[src/rtl/adc_res_pkg.sv]
package adc_res_pkg;
  typedef enum logic [1:0] {
    FMT_LEFT   = 2'b00,
    FMT_RIGHT  = 2'b01,
    FMT_SIGNED = 2'b10,
    FMT_BYTE   = 2'b11
  } fmt_e;

  // Which byte read starts a pair for a given format; 2'b00 = none.
  // Bit 1 = high byte first, bit 0 = low byte first.
  function automatic logic [1:0] first_byte(input fmt_e f);
    case (f)
      FMT_LEFT, FMT_SIGNED: first_byte = 2'b10;
      FMT_RIGHT:            first_byte = 2'b01;
      default:              first_byte = 2'b00;
    endcase
  endfunction
endpackage

[src/rtl/adc_res_formatter.sv]
module adc_res_formatter
  import adc_res_pkg::*;
#(
  parameter int RES_W  = 10,
  parameter int BYTE_W = 8
) (
  input  logic [RES_W-1:0]  res,
  input  fmt_e              fmt,
  output logic [BYTE_W-1:0] hi,
  output logic [BYTE_W-1:0] lo
);
  localparam int PAIR_W = 2 * BYTE_W;
  localparam int PAD_W  = PAIR_W - RES_W;

  logic [PAIR_W-1:0] left_pair;
  logic [PAIR_W-1:0] right_pair;
  logic [PAIR_W-1:0] sign_mask;
  logic [PAIR_W-1:0] pair;

  assign left_pair  = {res, {PAD_W{1'b0}}};
  assign right_pair = {{PAD_W{1'b0}}, res};
  assign sign_mask  = {1'b1, {(PAIR_W-1){1'b0}}};

  always_comb begin
    case (fmt)
      FMT_LEFT:   pair = left_pair;
      FMT_SIGNED: pair = left_pair ^ sign_mask;
      FMT_RIGHT:  pair = right_pair;
      default:    pair = {{BYTE_W{1'b0}}, res[RES_W-1 -: BYTE_W]};
    endcase
  end

  assign hi = pair[PAIR_W-1 -: BYTE_W];
  assign lo = pair[BYTE_W-1:0];
endmodule

[src/rtl/adc_res_interlock.sv]
module adc_res_interlock
  import adc_res_pkg::*;
(
  input  logic clk,
  input  logic rst_n,
  input  fmt_e held_fmt,
  input  logic rd_hi,
  input  logic rd_lo,
  input  logic ctl_wr,
  output logic locked
);
  logic [1:0] first;
  logic       arm;
  logic       release_lk;

  assign first      = first_byte(held_fmt);
  assign arm        = (first[1] & rd_hi) | (first[0] & rd_lo);
  assign release_lk = ctl_wr | (first[1] & rd_lo) | (first[0] & rd_hi);

  always_ff @(posedge clk or negedge rst_n) begin
    if (!rst_n)          locked <= 1'b0;
    else if (release_lk) locked <= 1'b0;
    else if (arm)        locked <= 1'b1;
  end
endmodule

[src/rtl/adc_res_flag.sv]
module adc_res_flag (
  input  logic clk,
  input  logic rst_n,
  input  logic set_i,
  input  logic clr_i,
  output logic flag
);
  always_ff @(posedge clk or negedge rst_n) begin
    if (!rst_n)     flag <= 1'b0;
    else if (set_i) flag <= 1'b1;
    else if (clr_i) flag <= 1'b0;
  end
endmodule

[src/rtl/adc_result_regs.sv]
module adc_result_regs
  import adc_res_pkg::*;
#(
  parameter int RES_W  = 10,
  parameter int BYTE_W = 8
) (
  input  logic              clk,
  input  logic              rst_n,
  input  logic              res_valid,
  output logic              res_ready,
  input  logic [RES_W-1:0]  res_data,
  input  logic [1:0]        fmt,
  input  logic              rd_hi,
  input  logic              rd_lo,
  input  logic              ctl_wr,
  output logic [BYTE_W-1:0] data_hi,
  output logic [BYTE_W-1:0] data_lo,
  output logic              done
);
  logic [BYTE_W-1:0] fmt_hi, fmt_lo;
  fmt_e              fmt_in;
  fmt_e              held_fmt;
  logic              locked;
  logic              store;

  assign fmt_in    = fmt_e'(fmt);
  assign res_ready = ~locked;
  assign store     = res_valid & res_ready;

  adc_res_formatter #(.RES_W(RES_W), .BYTE_W(BYTE_W)) u_fmt (
    .res (res_data),
    .fmt (fmt_in),
    .hi  (fmt_hi),
    .lo  (fmt_lo)
  );

  always_ff @(posedge clk or negedge rst_n) begin
    if (!rst_n) begin
      data_hi  <= '0;
      data_lo  <= '0;
      held_fmt <= FMT_LEFT;
    end else if (store) begin
      data_hi  <= fmt_hi;
      data_lo  <= fmt_lo;
      held_fmt <= fmt_in;
    end
  end

  adc_res_interlock u_lock (
    .clk      (clk),
    .rst_n    (rst_n),
    .held_fmt (held_fmt),
    .rd_hi    (rd_hi),
    .rd_lo    (rd_lo),
    .ctl_wr   (ctl_wr),
    .locked   (locked)
  );

  adc_res_flag u_flag (
    .clk   (clk),
    .rst_n (rst_n),
    .set_i (store),
    .clr_i (ctl_wr | rd_hi | rd_lo),
    .flag  (done)
  );
endmodule

[config.mk]
export PLATFORM = sky130hd
export DESIGN_NAME = adc_result_regs
export DESIGN_NICKNAME = d
export VERILOG_FILES = /design/src/rtl/adc_res_pkg.sv /design/src/rtl/adc_res_formatter.sv /design/src/rtl/adc_res_interlock.sv /design/src/rtl/adc_res_flag.sv /design/src/rtl/adc_result_regs.sv
export SDC_FILE = /design/constraint.sdc
export NUM_CORES = 1
export LEC_CHECK = 0
export CORE_UTILIZATION = 41
export CTS_CLUSTER_SIZE = 16
export DETAILED_ROUTE_END_ITERATION = 7
export DONT_BUFFER_PORTS = 1
export PLACE_DENSITY = 0.59
export SETUP_SLACK_MARGIN = 0.2
export SYNTH_ARGS = -nofsm -noshare
export SYNTH_HDL_FRONTEND = slang
export SYNTH_SLANG_ARGS = --single-unit
[constraint.sdc]
create_clock -name clk -period 1.12 [get_ports clk]
set_input_delay 0.224 -clock clk [delete_from_list [all_inputs] [get_ports clk]]
set_output_delay 0.224 -clock clk [all_outputs]
set_load 0.01 [all_outputs]
; Word-level counts from Yosys, hierarchy flattened
; Cells that the tools add are included.
[classes]
eq_ne = 4
bitwise_logic = 12
reduce_logical = 5
muxes = 6
[op_table]
columns = op, count
row1 = 16-bit case mux with 3 select lines, 1
row2 = 1-bit bitwise AND, 5
row3 = 1-bit OR, 5
row4 = "2-bit by 1-bit equality test with 1-bit output, second input constant", 2
row5 = "2-bit equality test, second input constant", 2
row6 = 2-bit logical NOT, 2
row7 = 1-bit two-way mux, 4
row8 = 2-bit case mux with 2 select lines, 1
row9 = 2-bit nonzero test, 2
row10 = 1-bit inverter, 2
row11 = 2-bit OR reduction, 1
[word_totals]
out_inout_bits = 18
wordCells = 32
register_bits = 20

; Logic depth before layout (Yosys ltp)
[depth]
ltp_word = 7
depth_mapped = 4
mapped_depth_nobuf = 3

; Cells and area by module
; From an unflattened synthesis, not the netlist that was laid out.
[unflattened]
hier_cells = 85
hier_area_um2 = 1064.8
[modules_own_cells]
columns = mod, seq_area_each_um2, area_per_inst_um2, instances, cells_per_inst
row1 = adc_result_regs, 450.4, 729.4, 1, 41
row2 = adc_res_formatter, 0.0, 231.5, 1, 34
row3 = adc_res_interlock, 25.0, 67.6, 1, 7
row4 = adc_res_flag, 25.0, 36.3, 1, 3

; Least setup slack after synthesis
; No wires, ideal clock.
[synth_timing]
kind = reg2reg
start = register u_lock.locked
end = register data_lo[6]
path_stages_with_launch = 5
arrival_ps = 941
setup_slack_ps = 115
period_less_slack_ps = 1005
path_cell_list = dfrtp_1 -> nand2b_1 -> buf_2 -> a211oi_1 -> a21o_1
[synth_between]
elab_chain_cells = 2
[synth_lines]
columns = item, line
row1 = start: declaration, adc_res_interlock.sv:10  ; output logic locked
row2 = start signal: assignment, adc_res_interlock.sv:21  ; if (!rst_n) locked <= 1'b0;
row3 = start signal: assignment, adc_res_interlock.sv:22  ; else if (release_lk) locked <= 1'b0;
row4 = start signal: assignment, adc_res_interlock.sv:23  ; else if (arm) locked <= 1'b1;
row5 = 1-bit inverter, adc_result_regs.sv:27  ; assign res_ready = ~locked;
row6 = 1-bit bitwise AND, adc_result_regs.sv:28  ; assign store = res_valid & res_ready;
row7 = end signal: assignment, adc_result_regs.sv:44  ; data_lo <= fmt_lo;
row8 = end: declaration, adc_result_regs.sv:17  ; output logic [BYTE_W-1:0] data_lo,
; Every way passes these cells.
; A chain may end at the register's enable or synchronous reset.

; Worst setup path in the final report
[layout_timing]
start = register u_lock.locked
end = register data_lo[7]
; Same word-level chain as after synthesis.

==> impl_metrics.json <==
{
  "cp_top_family": "flip-flops",
  "timing.final.crit_period_ns": 1.03,
  "violations": "hold timing",
  "gp_congestion": 0.678,
  "port-buffer-count": 0,
  "fillers": 211,
  "coreArea_sq_mm": 0.00204,
  "finalHoldViolCount": 20,
  "die_width_um": 49.6,
  "cp_cell_sequence": "buf_6 -> nand2b_4 -> a211oi_2 -> a21o_1",
  "grt_util_all_layers": 0.191,
  "first_pass_iters": 4,
  "vias_per_cell": 5.55,
  "wl_per_cell_um": 16.5,
  "cap_violations": 0,
  "fp.dieArea_sq_mm": 0.00246,
  "clock_sinks": 20,
  "syn_area_per_cell_sq_um": 9.97,
  "status": "complete, but fails checks",
  "cts_buffers": 3,
  "drt_wl_total_um": 2110,
  "clk_latency_ns": 0.29,
  "ys_ff_latch": 20,
  "drive_above_1_share": 0.287,
  "fin_crit_sh": 0.917,
  "place_ws_ns": 0.0794,
  "yosysWarnings": 0,
  "grt_overflow": 0,
  "skew_ns": 0.00406,
  "ant_nets": 0,
  "final_max_slew_viol_count": 0,
  "place_inst": 115,
  "dr_wl_met3_um": 161,
  "synthesis.instances": 93,
  "min_path_type": "in2async",
  "p_per_area_mw_per_mm2": 1330,
  "worstPathMaxFanout": 8,
  "worstReg2RegStart": "u_lock.locked$_DFFE_PN0P_",
  "critical_path_class": "reg2reg",
  "syn_area_sq_um": 927,
  "fmaxAchievable_ghz": 0.974,
  "synthesis.nets": 111,
  "finalSetupViolCount": 0,
  "cts-root-buf": "clkbuf_4",
  "die_y_um": 49.6,
  "r2r_end": "data_lo[7]$_DFFE_PN0P_",
  "dp_hpwl_um": 1280,
  "synth_area_leaders": "dfrtp_1 (54%), mux2i_1 (8.6%), o21ai_0 (7.6%), nand2_1 (6.9%), nand2b_1 (4.0%)",
  "timing.hold.ws_ns": -0.391,
  "cts_tree": "done",
  "antenna_found_initial": 0,
  "ir_drop_mv": 0.877,
  "drtIter0Drc": 13,
  "fin_nets": 121,
  "rsz0062_at_grt": "true",
  "htree_levels": 1,
  "met2_length_um": 988,
  "r2r_cells": 4,
  "fin_cells": 128,
  "synthArstFlopShare": 1.00,
  "met1Wirelength_um": 949,
  "ys_seq_area_frac": 0.540,
  "worst_path_max_delay_cell": "dfrtp_1",
  "vias": 710,
  "ys.flop_type": "dfrtp_1",
  "clk_path_buf_depth": 2,
  "crit_arrival_ns": 1.27,
  "path_clk_slew_ns": 0.11,
  "yosys-top-cells-count": "dfrtp_1 (20), nand2_1 (17), o21ai_0 (14), mux2i_1 (8), nand2b_1 (6)",
  "yosys.area.top_type_share": 0.540,
  "drcViolationCount": 0,
  "diodes": 0,
  "syn_to_final_growth_pct": 22.3,
  "leakagePower_nw": 0.512,
  "setup_ws_ns": 0.0933,
  "cp-end-kind": "register",
  "grt_pass1_vias": 710,
  "start_util": 0.454,
  "required_ns": 1.36,
  "yosysMostFrequentCell": "dfrtp_1",
  "grt_pass1_wl_um": 3530,
  "slowest_delay_ns": 0.41,
  "setup_tns_ns": 0,
  "regToRegSetupSlack_ns": 0.09,
  "highest_layer": "met4",
  "rows": 16,
  "yosysTopAreaCell": "dfrtp_1",
  "synth_edf_count": 0,
  "tightest_slew_ns": 0.209,
  "critPathBufInv": 1,
  "io_pins": 36,
  "synth_cell_types": 21,
  "grt_max_degree": 21,
  "worst_setup_path_start_kind": "register",
  "maxSlewHeadroom": 0.857
}
final cells by class:
type | instances | area [sq um] | share of cell area
well taps | 27 | 33.8 | 0.0298
multi-input cells | 67 | 493 | 0.435
flip-flops and latches | 20 | 500 | 0.442
inverters | 4 | 15.0 | 0.0132
repair buffers | 7 | 68.8 | 0.0607
clock buffers | 3 | 22.5 | 0.0199
placed cells by master, fill, tap and decap left out, drive strengths merged, types with 2 or more instances in the layout:
cell type     n
dfrtp        20
nand2        17
o21ai        15
nand2b        9
mux2i         8
dlygate4sd3   5
inv           4
nor2b         3
nor2          3
clkbuf        3
a31oi         2
a211oi        2
a21o          2
buf           2
how the worst max path moves through the flow:
stage                                    startpoint  slack (ns)                      to  cells after the start
after floorplan           u_lock.locked$_DFFE_PN0P_        0.19  data_lo[6]$_DFFE_PN0P_                      4
after global placement    u_lock.locked$_DFFE_PN0P_        0.11  data_lo[7]$_DFFE_PN0P_                      3
after detailed placement  u_lock.locked$_DFFE_PN0P_        0.08  data_lo[7]$_DFFE_PN0P_                      3
after CTS                 u_lock.locked$_DFFE_PN0P_        0.09               res_ready                      1
after global routing      u_lock.locked$_DFFE_PN0P_        0.03  data_lo[7]$_DFFE_PN0P_                      4
final                     u_lock.locked$_DFFE_PN0P_        0.09  data_lo[7]$_DFFE_PN0P_                      4
stage by stage:
step / utilization / hold slack [ns] / total power [mW] / area, sq um
detailed placement: 0.463 / -0.0710 / 1.09 / 945
finish: 0.555 / -0.391 / 1.50 / 1130
floorplan: - / -0.0716 / 1.07 / 951
CTS: 0.509 / -0.400 / 1.47 / 1040
global placement: 0.463 / -0.0711 / 1.08 / 945
global route: 0.555 / -0.421 / 1.60 / 1130
registers in the layout, indices dropped and copies added, names as in the netlist:
signal and cells:
held_fmt 2, u_flag.flag 1, data_lo 8, u_lock.locked 1, data_hi 8
kinds of logic after synthesis:
kind of cell / after synthesis / synth area share
and+or+nand+nor: 30 / 0.153
AOI/OAI and AO/OA: 25 / 0.159
DFF: 20 / 0.540
buffers and inverters: 9 / 0.0526
muxes: 8 / 0.0864
xor gates and xnor gates: 1 / 0.00945
report_power, final:
| part | total [mW] | internal [mW] | switching [mW] | leakage [nW] |
|---|---|---|---|---|
| Combinational | 0.255 | 0.134 | 0.121 | 0.243 |
| Sequential | 0.916 | 0.811 | 0.106 | 0.256 |
| Clock | 0.332 | 0.125 | 0.207 | 0.0138 |
| Total | 1.50 | 1.07 | 0.434 | 0.512 |
per-layer routing:
layer  up-vias  GRT usage
met4         0     0.0714
met5         -          0
met3         2     0.0710
met1       343      0.259
met2        26      0.277
li1        339          -
repair_timing:
action	in CTS	in global routing
setup endpoints to repair	37	38
buffers inserted	2	0
endpoints found under the hold margin	21	22
hold buffers	1	4
pin swaps	11	7
gates resized for setup	15	19
cloned	3	0
Power figures use the tool's default switching activity.
